--- src/rtl/sst_pkg.sv ---
package sst_pkg;
  localparam int ADDR_W = 2;
  localparam logic [ADDR_W-1:0] A_CTRL = 2'd0;
  localparam logic [ADDR_W-1:0] A_STAT = 2'd1;
  localparam logic [ADDR_W-1:0] A_DATA = 2'd2;
  localparam int C_EN   = 0;
  localparam int C_TXIE = 1;
  localparam int C_TEIE = 2;
  localparam int S_EMPTY = 0;
  localparam int S_END   = 1;
endpackage

--- src/rtl/sst_regs.sv ---
module sst_regs
  import sst_pkg::*;
#(
  parameter int DW = 8
) (
  input  logic              clk,
  input  logic              rst,
  input  logic [ADDR_W-1:0] reg_addr,
  input  logic              reg_wr,
  input  logic              reg_rd,
  input  logic [DW-1:0]     reg_wdata,
  output logic [DW-1:0]     reg_rdata,
  input  logic              dma_ack,
  input  logic [DW-1:0]     dma_data,
  input  logic              load,
  input  logic              drained,
  output logic              tx_en,
  output logic [DW-1:0]     hold,
  output logic              empty,
  output logic              txi,
  output logic              tei
);
  logic txie, teie, tend, armed;
  logic [DW-1:0] rdata_q;
  logic sw_clr, dma_wr;

  assign sw_clr = tx_en && reg_wr && (reg_addr == A_STAT) &&
                  !reg_wdata[S_EMPTY] && armed && empty;
  assign dma_wr = tx_en && dma_ack && empty;

  always_ff @(posedge clk) begin
    if (rst) begin
      tx_en <= 1'b0;
      txie  <= 1'b0;
      teie  <= 1'b0;
      hold  <= '0;
      empty <= 1'b1;
      tend  <= 1'b1;
      armed <= 1'b0;
      rdata_q <= '0;
    end else begin
      if (reg_wr && reg_addr == A_CTRL) begin
        tx_en <= reg_wdata[C_EN];
        txie  <= reg_wdata[C_TXIE];
        teie  <= reg_wdata[C_TEIE];
      end
      if (reg_wr && reg_addr == A_DATA) hold <= reg_wdata;
      if (!tx_en) begin
        empty <= 1'b1;
        tend  <= 1'b1;
        armed <= 1'b0;
      end else begin
        if (load) empty <= 1'b1;
        if (drained) tend <= 1'b1;
        if (reg_rd && reg_addr == A_STAT && empty) armed <= 1'b1;
        if (reg_wr && reg_addr == A_DATA) tend <= 1'b0;
        if (dma_wr) begin
          hold  <= dma_data;
          empty <= 1'b0;
          tend  <= 1'b0;
          armed <= 1'b0;
        end
        if (sw_clr) begin
          empty <= 1'b0;
          tend  <= 1'b0;
          armed <= 1'b0;
        end
      end
      if (reg_rd) begin
        rdata_q <= '0;
        case (reg_addr)
          A_CTRL: begin
            rdata_q[C_EN]   <= tx_en;
            rdata_q[C_TXIE] <= txie;
            rdata_q[C_TEIE] <= teie;
          end
          A_STAT: begin
            rdata_q[S_EMPTY] <= empty;
            rdata_q[S_END]   <= tend;
          end
          A_DATA:  rdata_q <= hold;
          default: rdata_q <= '0;
        endcase
      end
    end
  end

  assign reg_rdata = rdata_q;
  assign txi = empty && txie && tx_en;
  assign tei = tend && teie && tx_en;

  AST_OFF_FLAGS_SET: assert property (@(posedge clk) disable iff (rst)
    !tx_en |=> (empty && tend));
  AST_LOAD_REFILLS: assert property (@(posedge clk) disable iff (rst)
    (load && tx_en) |=> empty);
  AST_UNARMED_CLR_IGNORED: assert property (@(posedge clk) disable iff (rst)
    (tx_en && reg_wr && reg_addr == A_STAT && !reg_wdata[S_EMPTY] && !armed
     && empty && !dma_ack) |=> empty);
  AST_DMA_CLEARS: assert property (@(posedge clk) disable iff (rst)
    (tx_en && dma_ack && empty && !(reg_wr && reg_addr == A_CTRL))
    |=> (!empty && !tend));
  AST_END_IMPLIES_EMPTY: assert property (@(posedge clk) disable iff (rst)
    tend |-> empty);
endmodule

--- src/rtl/sst_shifter.sv ---
module sst_shifter #(
  parameter int DW = 8
) (
  input  logic          clk,
  input  logic          rst,
  input  logic          tick,
  input  logic          tx_en,
  input  logic          pending,
  input  logic [DW-1:0] hold,
  output logic          load,
  output logic          drained,
  output logic          ser_clk,
  output logic          ser_dat
);
  localparam int CW = (DW > 1) ? $clog2(DW) : 1;
  localparam logic [CW-1:0] LAST_IDX = CW'(DW - 1);

  logic [DW-1:0] sreg;
  logic [CW-1:0] idx;
  logic busy, last, fall_slot;

  assign last      = (idx == LAST_IDX);
  assign fall_slot = tick && tx_en && ser_clk;
  assign load      = fall_slot && (!busy || last) && pending;
  assign drained   = fall_slot && busy && last && !pending;

  always_ff @(posedge clk) begin
    if (rst || !tx_en) begin
      sreg    <= '0;
      idx     <= '0;
      busy    <= 1'b0;
      ser_clk <= 1'b1;
      ser_dat <= 1'b1;
    end else if (tick) begin
      if (ser_clk) begin
        if (load) begin
          sreg    <= hold;
          ser_dat <= hold[0];
          idx     <= '0;
          busy    <= 1'b1;
          ser_clk <= 1'b0;
        end else if (busy && !last) begin
          sreg    <= sreg >> 1;
          ser_dat <= sreg[1];
          idx     <= idx + 1'b1;
          ser_clk <= 1'b0;
        end else if (drained) begin
          busy <= 1'b0;
        end
      end else begin
        ser_clk <= 1'b1;
      end
    end
  end

  AST_CLK_HIGH_IDLE: assert property (@(posedge clk) disable iff (rst)
    !busy |-> ser_clk);
  AST_FALL_ONLY_BUSY: assert property (@(posedge clk) disable iff (rst)
    $fell(ser_clk) |-> busy);
  AST_RISE_DATA_STABLE: assert property (@(posedge clk) disable iff (rst)
    $rose(ser_clk) |-> $stable(ser_dat));
  AST_NO_GAP: assert property (@(posedge clk) disable iff (rst)
    (fall_slot && busy && last && pending) |=> (!ser_clk && busy));
endmodule

--- src/rtl/sync_ser_tx.sv ---
module sync_ser_tx
  import sst_pkg::*;
#(
  parameter int DATA_W = 8
) (
  input  logic              clk,
  input  logic              rst,
  input  logic              bit_tick,
  input  logic [ADDR_W-1:0] reg_addr,
  input  logic              reg_wr,
  input  logic              reg_rd,
  input  logic [DATA_W-1:0] reg_wdata,
  output logic [DATA_W-1:0] reg_rdata,
  output logic              dma_req,
  input  logic              dma_ack,
  input  logic [DATA_W-1:0] dma_data,
  output logic              ser_clk,
  output logic              ser_dat,
  output logic              txi,
  output logic              tei
);
  logic tx_en, empty, load, drained;
  logic [DATA_W-1:0] hold;

  sst_regs #(.DW(DATA_W)) u_regs (
    .clk(clk), .rst(rst), .reg_addr(reg_addr), .reg_wr(reg_wr),
    .reg_rd(reg_rd), .reg_wdata(reg_wdata), .reg_rdata(reg_rdata),
    .dma_ack(dma_ack), .dma_data(dma_data), .load(load),
    .drained(drained), .tx_en(tx_en), .hold(hold), .empty(empty),
    .txi(txi), .tei(tei)
  );

  sst_shifter #(.DW(DATA_W)) u_shift (
    .clk(clk), .rst(rst), .tick(bit_tick), .tx_en(tx_en),
    .pending(!empty), .hold(hold), .load(load), .drained(drained),
    .ser_clk(ser_clk), .ser_dat(ser_dat)
  );

  assign dma_req = txi;

  AST_DMA_REQ_IS_TXI: assert property (@(posedge clk) disable iff (rst)
    dma_req == txi);
endmodule

--- config.mk ---
export PLATFORM = sky130hd
export DESIGN_NAME = sync_ser_tx
export DESIGN_NICKNAME = d
export VERILOG_FILES = /design/src/rtl/sst_pkg.sv /design/src/rtl/sst_regs.sv /design/src/rtl/sst_shifter.sv /design/src/rtl/sync_ser_tx.sv
export SDC_FILE = /design/constraint.sdc
export NUM_CORES = 1
export LEC_CHECK = 0
export ABC_CLOCK_PERIOD_IN_PS = 2560
export BUFFER_PORTS_ARGS = -buffer_cell sky130_fd_sc_hd__buf_4
export CORE_MARGIN = 5
export CORE_UTILIZATION = 57
export CTS_BUF_LIST = sky130_fd_sc_hd__clkbuf_8 sky130_fd_sc_hd__clkbuf_16
export CTS_CLUSTER_DIAMETER = 40
export DETAILED_ROUTE_END_ITERATION = 8
export PLACE_DENSITY = 0.91
export SYNTH_ARGS = -nofsm -noshare
export SYNTH_HDL_FRONTEND = slang
export SYNTH_HIERARCHICAL = 1
export SYNTH_SLANG_ARGS = --single-unit
--- constraint.sdc ---
create_clock -name clk -period 2.56 [get_ports clk]
set_input_delay 0.128 -clock clk [delete_from_list [all_inputs] [get_ports clk]]
set_output_delay 0.128 -clock clk [all_outputs]
set_load 0.01 [all_outputs]
=== Word-level counts from Yosys, hierarchy flattened ===
Index checks and enable logic that the tools add are counted.
Widths: inputs -> output; s select.

* Shift operators: 0
* Divide/modulo/power cells: 0
* $mul: 0
* $add $sub $neg: 1
* Reductions and logical operators: 39
* Bitwise operators: 1
* Equality and inequality tests: 4
* Magnitude comparators: 0
* Muxes and demuxes: 25

{| class="wikitable"
|+ Operators by type and width
! kind !! number
|-
| $mux 8 || 5
|-
| $logic_and 1x1->1 || 23
|-
| $mux 1 || 15
|-
| $mux 3 || 2
|-
| $pmux 2 s3 || 1
|-
| $logic_not 1->1 || 5
|-
| $mux 5 || 1
|-
| $reduce_and 4->1 || 1
|-
| $reduce_bool 2->1 || 2
|-
| $reduce_bool 4->1 || 1
|-
| $reduce_or 4->1 || 1
|-
| $add 3x1->3 const B || 1
|-
| $eq 3x3->1 const B || 1
|-
| $reduce_and 3->1 || 1
|-
| $reduce_bool 3->1 || 1
|-
| $eq 2x1->1 const B || 1
|-
| $eq 2x2->1 const B || 1
|-
| $logic_not 2->1 || 1
|-
| $logic_or 1x1->1 || 2
|-
| $ne 2x2->1 const B || 1
|-
| $pmux 1 s2 || 1
|-
| $reduce_or 2->1 || 1
|-
| $not 1->1 || 1
|}

* Latch bits: 0
* Memories: 0
* Flip-flop bits (word level): 36
* Output and inout port bits: 13
* Logic and storage cells: 83
* Input port bits: 24
* Memory bits (read-only): 0
* Memory bits (writable): 0

=== Depth between registers and ports, before layout ===
Gate-level depths: netlist (run 1).

* Depth after elaboration: 9
* Depth in mapped cells: 7
* Gate-level depth less buffers: 7

=== By module ===
Netlist (run 1), hierarchy kept.

{| class="wikitable"
|+ By module, submodules not included
! module !! area an instance (um^2) !! instances !! cells an instance !! sequential area each (um^2)
|-
| sst_regs || 1048.5 || 1 || 113 || 440.4
|-
| sst_shifter || 584.3 || 1 || 65 || 260.2
|-
| sync_ser_tx || 11.3 || 1 || 2 || 0.0
|}

=== Worst setup path before layout (run 1) ===
No wires, ideal clock.

* Kind: reg2reg
* Start point: register u_shift.idx[0]
* End point: register u_shift.sreg[4]
* Clock period less this slack: 1.506 ns
* Path slack: 1.054 ns
* Buffers on the path: 1
* Cell stages (with the launch flop): 8
* Arrival time: 1.386 ns
* Required time: 2.440 ns
* Setup time: 0.120 ns
* Cells stage by stage: dfxtp_1 -> ha_1 -> ha_1 -> nand2b_4 -> or2_1 -> buf_6 -> o22ai_1 -> nor3_1

* Cells in the longest elaborated chain, start to end: 6
* Elaborated cells on any way between the ends: 9
* Classes of those cells: 1 x eq/ne; 1 x mux; 7 x reduce/logical

{| class="wikitable"
|+ RTL lines
! item !! RTL line !! RTL
|-
| start, declared || sst_shifter.sv:19 || <nowiki>logic [CW-1:0] idx;</nowiki>
|-
| start signal, assigned || sst_shifter.sv:45 || <nowiki>idx <= idx + 1'b1;</nowiki>
|-
| $eq 3x3->1 (*) || sst_shifter.sv:22 || <nowiki>assign last = (idx == LAST_IDX);</nowiki>
|-
| $logic_or 1x1->1 || sst_shifter.sv:24 || <nowiki>assign load = fall_slot && (!busy || last) && pending;</nowiki>
|-
| $logic_and 1x1->1 (2 in a row) || sst_shifter.sv:24 ||
|-
| $reduce_bool 2->1 (no line) || n/a ||
|-
| $reduce_and 3->1 (no line) || n/a ||
|-
| end signal, assigned || sst_shifter.sv:37 || <nowiki>sreg <= hold;</nowiki>
|-
| end signal, assigned || sst_shifter.sv:43 || <nowiki>sreg <= sreg >> 1;</nowiki>
|-
| end, declared || sst_shifter.sv:18 || <nowiki>logic [DW-1:0] sreg;</nowiki>
|}

Every way passes the cells marked *; elsewhere a longest branch is shown, timed or not.
A chain may end at the register's enable or synchronous reset.

=== Final worst setup path (run 1) ===
* Start point: register u_shift.idx[0]
* End point: register u_shift.sreg[6]

The elaborated chain is that of the path after synthesis.

==> results_dict.tcl, run 1 <==
set metrics [dict create \
    clockBufferDepth 2 \
    post-route-drc-count 0 \
    crit_path_max_fanout 6 \
    finalNonFillerCells 244 \
    slew_headroom 0.688 \
    yosysWarnings 6 \
    cts.sinks 35 \
    dpl-instance-area_um2 1870 \
    crit_end "u_shift/sreg[6]" \
    async_flop_share 0 \
    cap_violations 0 \
    cts_made_buffers 5 \
    top_usage_layer "met2" \
    hpwlAfterDp_um 2590 \
    r2r_end "u_shift/sreg[6]" \
    synth_area_leaders "dfxtp_1 (43%), nor2_1 (6.4%), a311oi_2 (4.6%)" \
    totalWireLength_um 3640 \
    avgSynthCellArea_um2 9.13 \
    drt_iter0_markers 68 \
    clock_skew_ns 0.00760 \
    port_buffers 36 \
    final_nets 238 \
    grt_max_degree 22 \
    synthFlopType "dfxtp_1" \
    clk_latency_ns 0.29 \
    hold_depth 3 \
    start_util 0.596 \
    cp.arrival_ns 1.78 \
    hold_violations 0 \
    grt-ovfl-total 0 \
    grt_pass1_vias 1357 \
    yosysSeqAreaShare 0.426 \
    critical_path_class "reg -> reg" \
    cts_hold_buffers 0 \
    ys_types 43 \
    tritoncts "built" \
    htreeDepth 2 \
    setup-tns-final_ns 0 \
    antenna_found_initial 0 \
    p_leak_uw 0.000806 \
    gr-usage-met2 0.313 \
    die_height_um 63.7 \
    max_stage_delay_ns 0.33 \
    whs_ns 0.0931 \
    gp_routability_congestion 0.821 \
    fin_crit_sh 0.635 \
    cts_setup_buffers 0 \
    final-max-slew-violation-count 0 \
    hold_path.class "in -> reg" \
    ios 37 \
    synth_top_cell_area_share 0.426 \
    avgRoutedWirePerCell_um 14.9 \
    area_growth_pct 19.0 \
    power_density_nw_per_um2 532 \
    dp.cells 236 \
    met1_usage 0.248 \
    crit_top_cell "ha_1" \
    synth_cells 180 \
    path_cells "ha_1 -> ha_1 -> nand2b_4 -> or2_1 -> o22ai_1 -> nor3_1" \
    grt_pass1_wl_um 6400 \
    final_area_um2 1960 \
    dieArea_um2 4060 \
    cts_resized 0 \
    synth.net_count 206 \
    synth.cell_area_um2 1640 \
    num_rows 19 \
    peakVddDrop_mv 0.554 \
    vias_per_cell 5.84 \
    worst_r2r_startpoint "u_shift/idx[0]" \
    ys_seq_elements 35 \
    drive_gt1_frac 0.277 \
    finalPower_uw 1040 \
    min_period_ns 1.62 \
    via_count 1426 \
    rsz0062_at_grt "no" \
    rr_worst_depth 6 \
    met3_usage 0.0622 \
    root_buffer "clkbuf_8" \
    dr.pass1.iters 5 \
    synth-edff-count 0 \
    status "finished, final reports clean" \
    grt_usage 0.197 \
    coreArea_um2 2760 \
    worstMarginPinSlew_ns 0.468 \
    slowest_stage "dfxtp_1" \
    crit_path_end_kind "flip-flop" \
    crit_required_ns 2.71 \
    synth_top_area_cell "dfxtp_1" \
    clkTransAtPathRegs_ns 0.07 \
    fmax_mhz 615 \
    cp-start-kind "flip-flop" \
    die_w_um 63.7 \
    ant_nets 0 \
    setup_violations 0 \
    cp-startpoint "u_shift/idx[0]" \
    n_antenna_cell 0 \
    reg2reg_slack_ns 0.94 \
]
report_power, final:
group          leakage [uW]  internal, uW  switching, uW
registers          0.000283           555           10.4
clock network     0.0000505           183            195
logic              0.000472          49.2           46.8
critical path, delay by kind of cell (launching register included):
family          cells  cell delay (ns)
compound gates      1             0.16
fa+ha+maj           2             0.44
flops               1             0.33
simple gates        3             0.54
synthesized netlist by cell type, drive strengths merged (2+ instances only):
| library cell | number |
|---|---|
| ha | 2 |
| nor2b | 3 |
| buf | 9 |
| o22ai | 6 |
| nor2 | 28 |
| and3 | 2 |
| nand3 | 13 |
| nand2 | 12 |
| nand3b | 3 |
| a311oi | 7 |
| nand2b | 7 |
| clkbuf | 2 |
| mux2i | 6 |
| inv | 4 |
| a21oi | 8 |
| dfxtp | 35 |
| o21ai | 4 |
| o211a | 2 |
| nor3b | 2 |
| a22oi | 5 |
| nor3 | 9 |
worst min-delay path by stage:
stage	endpoint	from
3_3_place_gp	u_regs/teie	reg_wdata[2]
4_1_cts	u_regs/txie	reg_wdata[1]
5_1_grt	u_regs/txie	reg_wdata[1]
2_1_floorplan	u_regs/empty	rst
6_report	u_shift/ser_clk	bit_tick
3_5_place_dp	u_regs/txie	reg_wdata[1]
layout by cell type, fill, tap and decap left out, types with 2 or more instances in the layout:
cell	Yosys	layout
a311oi_2	5	5
and3_1	2	2
inv_1	3	5
nand2_1	10	10
ha_1	2	2
o211a_1	2	2
a22oi_1	5	5
buf_4	3	36
nand2b_1	6	6
nand3b_1	2	2
a311oi_1	2	2
o22ai_1	6	6
a21oi_1	7	7
nor2_1	28	28
nand3_1	12	12
nor3_1	9	9
nand2_2	2	2
nor2b_1	2	2
o21ai_0	4	4
clkbuf_8	0	5
dfxtp_1	35	35
mux2i_1	6	6
logic make-up after synthesis:
kind of cell / Yosys count / share of synthesized area
mux: 7 / 0.0434
fa+ha+maj: 2 / 0.0152
buf+inv: 15 / 0.0571
flops: 35 / 0.426
simple gates: 84 / 0.278
compound gates: 37 / 0.180
per-layer routing:
metal / routed length (um) / up-vias / part of all wire
li1: - / 707 / -
met1: 1550 / 657 / 0.43
met2: 1770 / 54 / 0.49
met3: 257 / 8 / 0.071
met4: 64 / 0 / 0.018
met5: 0 / - / 0
per-stage QoR:
step	util	worst slack, ns
5_1_grt	0.709	0.842
3_5_place_dp	0.680	0.978
3_3_place_gp	0.680	1.04
2_1_floorplan	-	1.05
4_1_cts	0.709	0.944
6_report	0.709	0.935
layout make-up:
type                            count  area [um2]
Inverter                            4        15.0
Timing Repair Buffer               36         270
Tap cell                           31        38.8
Multi-Input combinational cell    130         850
Clock buffer                        5        68.8
Sequential cell                    35         701
Clock inverter                      3        12.5
Fill cell                         196         802
registers in the layout, indices dropped and copies added, names as in the netlist:
signal,count
u_regs/hold,8
u_regs/reg_rdata,8
u_shift/sreg,7
u_shift/idx,3
u_regs/armed,1
u_regs/empty,1
u_regs/teie,1
u_regs/tend,1
u_regs/tx_en,1
u_regs/txie,1
u_shift/busy,1
u_shift/ser_clk,1
u_shift/ser_dat,1
No activity file was read; power rests on OpenSTA's default activity.
==> run 2, diff against run 1 <==
ABC_CLOCK_PERIOD_IN_PS = 1500   (was 2560)
CORE_UTILIZATION = 53   (was 57)
PLACE_DENSITY = 0.86   (was 0.91)
clock period = 1.5 ns   (was 2.56 ns; I/O delays follow)
==> results_dict.tcl, run 2 (synthesis results as in run 1) <==
set metrics [dict create \
    grt_pass1_vias 1348 \
    fin_crit_sh 0.993 \
    start_util 0.548 \
    regArea_um2 704 \
    clkTransAtPathRegs_ns 0.07 \
    cts.sinks 35 \
    p_leak_uw 0.000856 \
    area_growth_pct 28.9 \
    cp-start-kind "flip-flop" \
    power_density_nw_per_um2 886 \
    via_count 1474 \
    setup_violations 0 \
    cap_violations 0 \
    ios 37 \
    antenna_found_initial 0 \
    coreArea_um2 3000 \
    route.met3.wl_um 190 \
    finalNonFillerCells 253 \
    drt_iter0_markers 71 \
    rr_worst_depth 6 \
    worstMarginPinSlew_ns 0.270 \
    hold_path.class "in -> reg" \
    dieArea_um2 4320 \
    crit_path_end_kind "flip-flop" \
    hold_violations 0 \
    crit_end "u_shift/sreg[1]" \
    rsz0062_at_grt "yes" \
    slew_headroom 0.818 \
    port_buffers 36 \
    die_w_um 65.7 \
    status "finished, final reports clean" \
    cts_hold_buffers 0 \
    reg2reg_slack_ns 0.01 \
    final_cell_mix "buf_4 (43), dfxtp_1 (32), nor2_1 (28), nand3_1 (12), nand2_1 (10)" \
    grt-ovfl-total 0 \
    post-route-util 0.706 \
    hpwlAfterDp_um 2730 \
    whs_ns 0.0377 \
    highest_layer "met4" \
    clockBufferDepth 2 \
    root_buffer "clkbuf_8" \
    final_area_um2 2120 \
    final-max-slew-violation-count 0 \
    grt_pass1_wl_um 6290 \
    setup-tns-final_ns 0 \
    avgRoutedWirePerCell_um 15.3 \
    grt_max_degree 22 \
    route.met2.wl_um 1920 \
    clock_skew_ns 0.00352 \
    drive_gt1_frac 0.364 \
    gp_routability_congestion 0.825 \
    htreeDepth 2 \
    dpl-instance-area_um2 1900 \
    wl_met1_um 1690 \
    clk_latency_ns 0.29 \
    layout_commonest_cell "buf_4" \
    peakVddDrop_mv 0.772 \
    final_nets 245 \
    vias_per_cell 5.83 \
    cp.arrival_ns 1.66 \
    cts_made_buffers 5 \
    ant_nets 0 \
    post-route-drc-count 0 \
    totalWireLength_um 3880 \
    crit_required_ns 1.67 \
    critical_path_class "reg -> reg" \
    crit_path_max_fanout 6 \
    cp-startpoint "u_shift/idx[1]" \
    tritoncts "built" \
    fmax_mhz 671 \
    grt_usage 0.193 \
    dr.pass1.iters 4 \
    n_fill_cell 234 \
    r2r_end "u_shift/sreg[1]" \
    die_height_um 65.7 \
    num_rows 20 \
    multiInputGateArea_um2 936 \
    n_antenna_cell 0 \
    worst_r2r_startpoint "u_shift/idx[1]" \
    dp.cells 241 \
    min_period_ns 1.49 \
]
[run 2: changes by cell type in the layout (fill, tap and decap cells not counted), sizes merged]
cell	delta
buf	+7
clkbuf	+2
clkinv	-1
inv	-1
[run 2: cell type report]
class	instances	share of cell area
clock buffer	7	0.0455
clock inverter	1	0.00177
inverter	4	0.00708
multi-input combinational	130	0.442
sequential	35	0.332
tap	33	0.0195
timing repair buffer	43	0.152
[run 2: how the worst min path moves through the flow]
| stage | from | endpoint | slack (ns) | cells after the start |
|---|---|---|---|---|
| floorplan | rst | u_regs/empty | 0.19 | 2 |
| global placement | reg_wdata[2] | u_regs/teie | 0.33 | 3 |
| detailed placement | reg_wdata[0] | u_regs/tx_en | 0.34 | 3 |
| CTS | reg_wdata[2] | u_regs/teie | 0.03 | 3 |
| global route | bit_tick | u_shift/ser_clk | 0.05 | 3 |
| finish | bit_tick | u_shift/ser_clk | 0.04 | 3 |
[run 2: what timing repair did]
action                                  in CTS  in global routing
resized for setup                            1                 15
endpoints found under the setup margin       5                 13
buffers inserted                             0                  4
pin swaps                                    0                  9
[run 2: power breakdown]
part / internal [uW] / switching (uW)
clock network: 412 / 333
logic: 86.1 / 82.6
registers: 948 / 16.8
[run 2: metal layers]
metal | global-route usage | up-vias
met5 | 0 | -
met2 | 0.288 | 37
met3 | 0.0701 | 10
met1 | 0.248 | 702
li1 | - | 725
met4 | 0.0829 | 0
[run 2: through the flow]
stage               setup WS [ns]  power [uW]
floorplan                  0.0239        1080
finish                     0.0100        1880
CTS                        0.0169        1890
detailed placement       -0.00709        1150
global route              -0.0632        1980
global placement           0.0383        1150
[run 2: worst max-delay path, cell delays in order, from the launching register on]
cell	delay, ns
dfxtp_2	0.34
ha_4	0.16
ha_4	0.15
nand2b_4	0.18
or2_4	0.28
o22ai_1	0.17
nor3_1	0.07
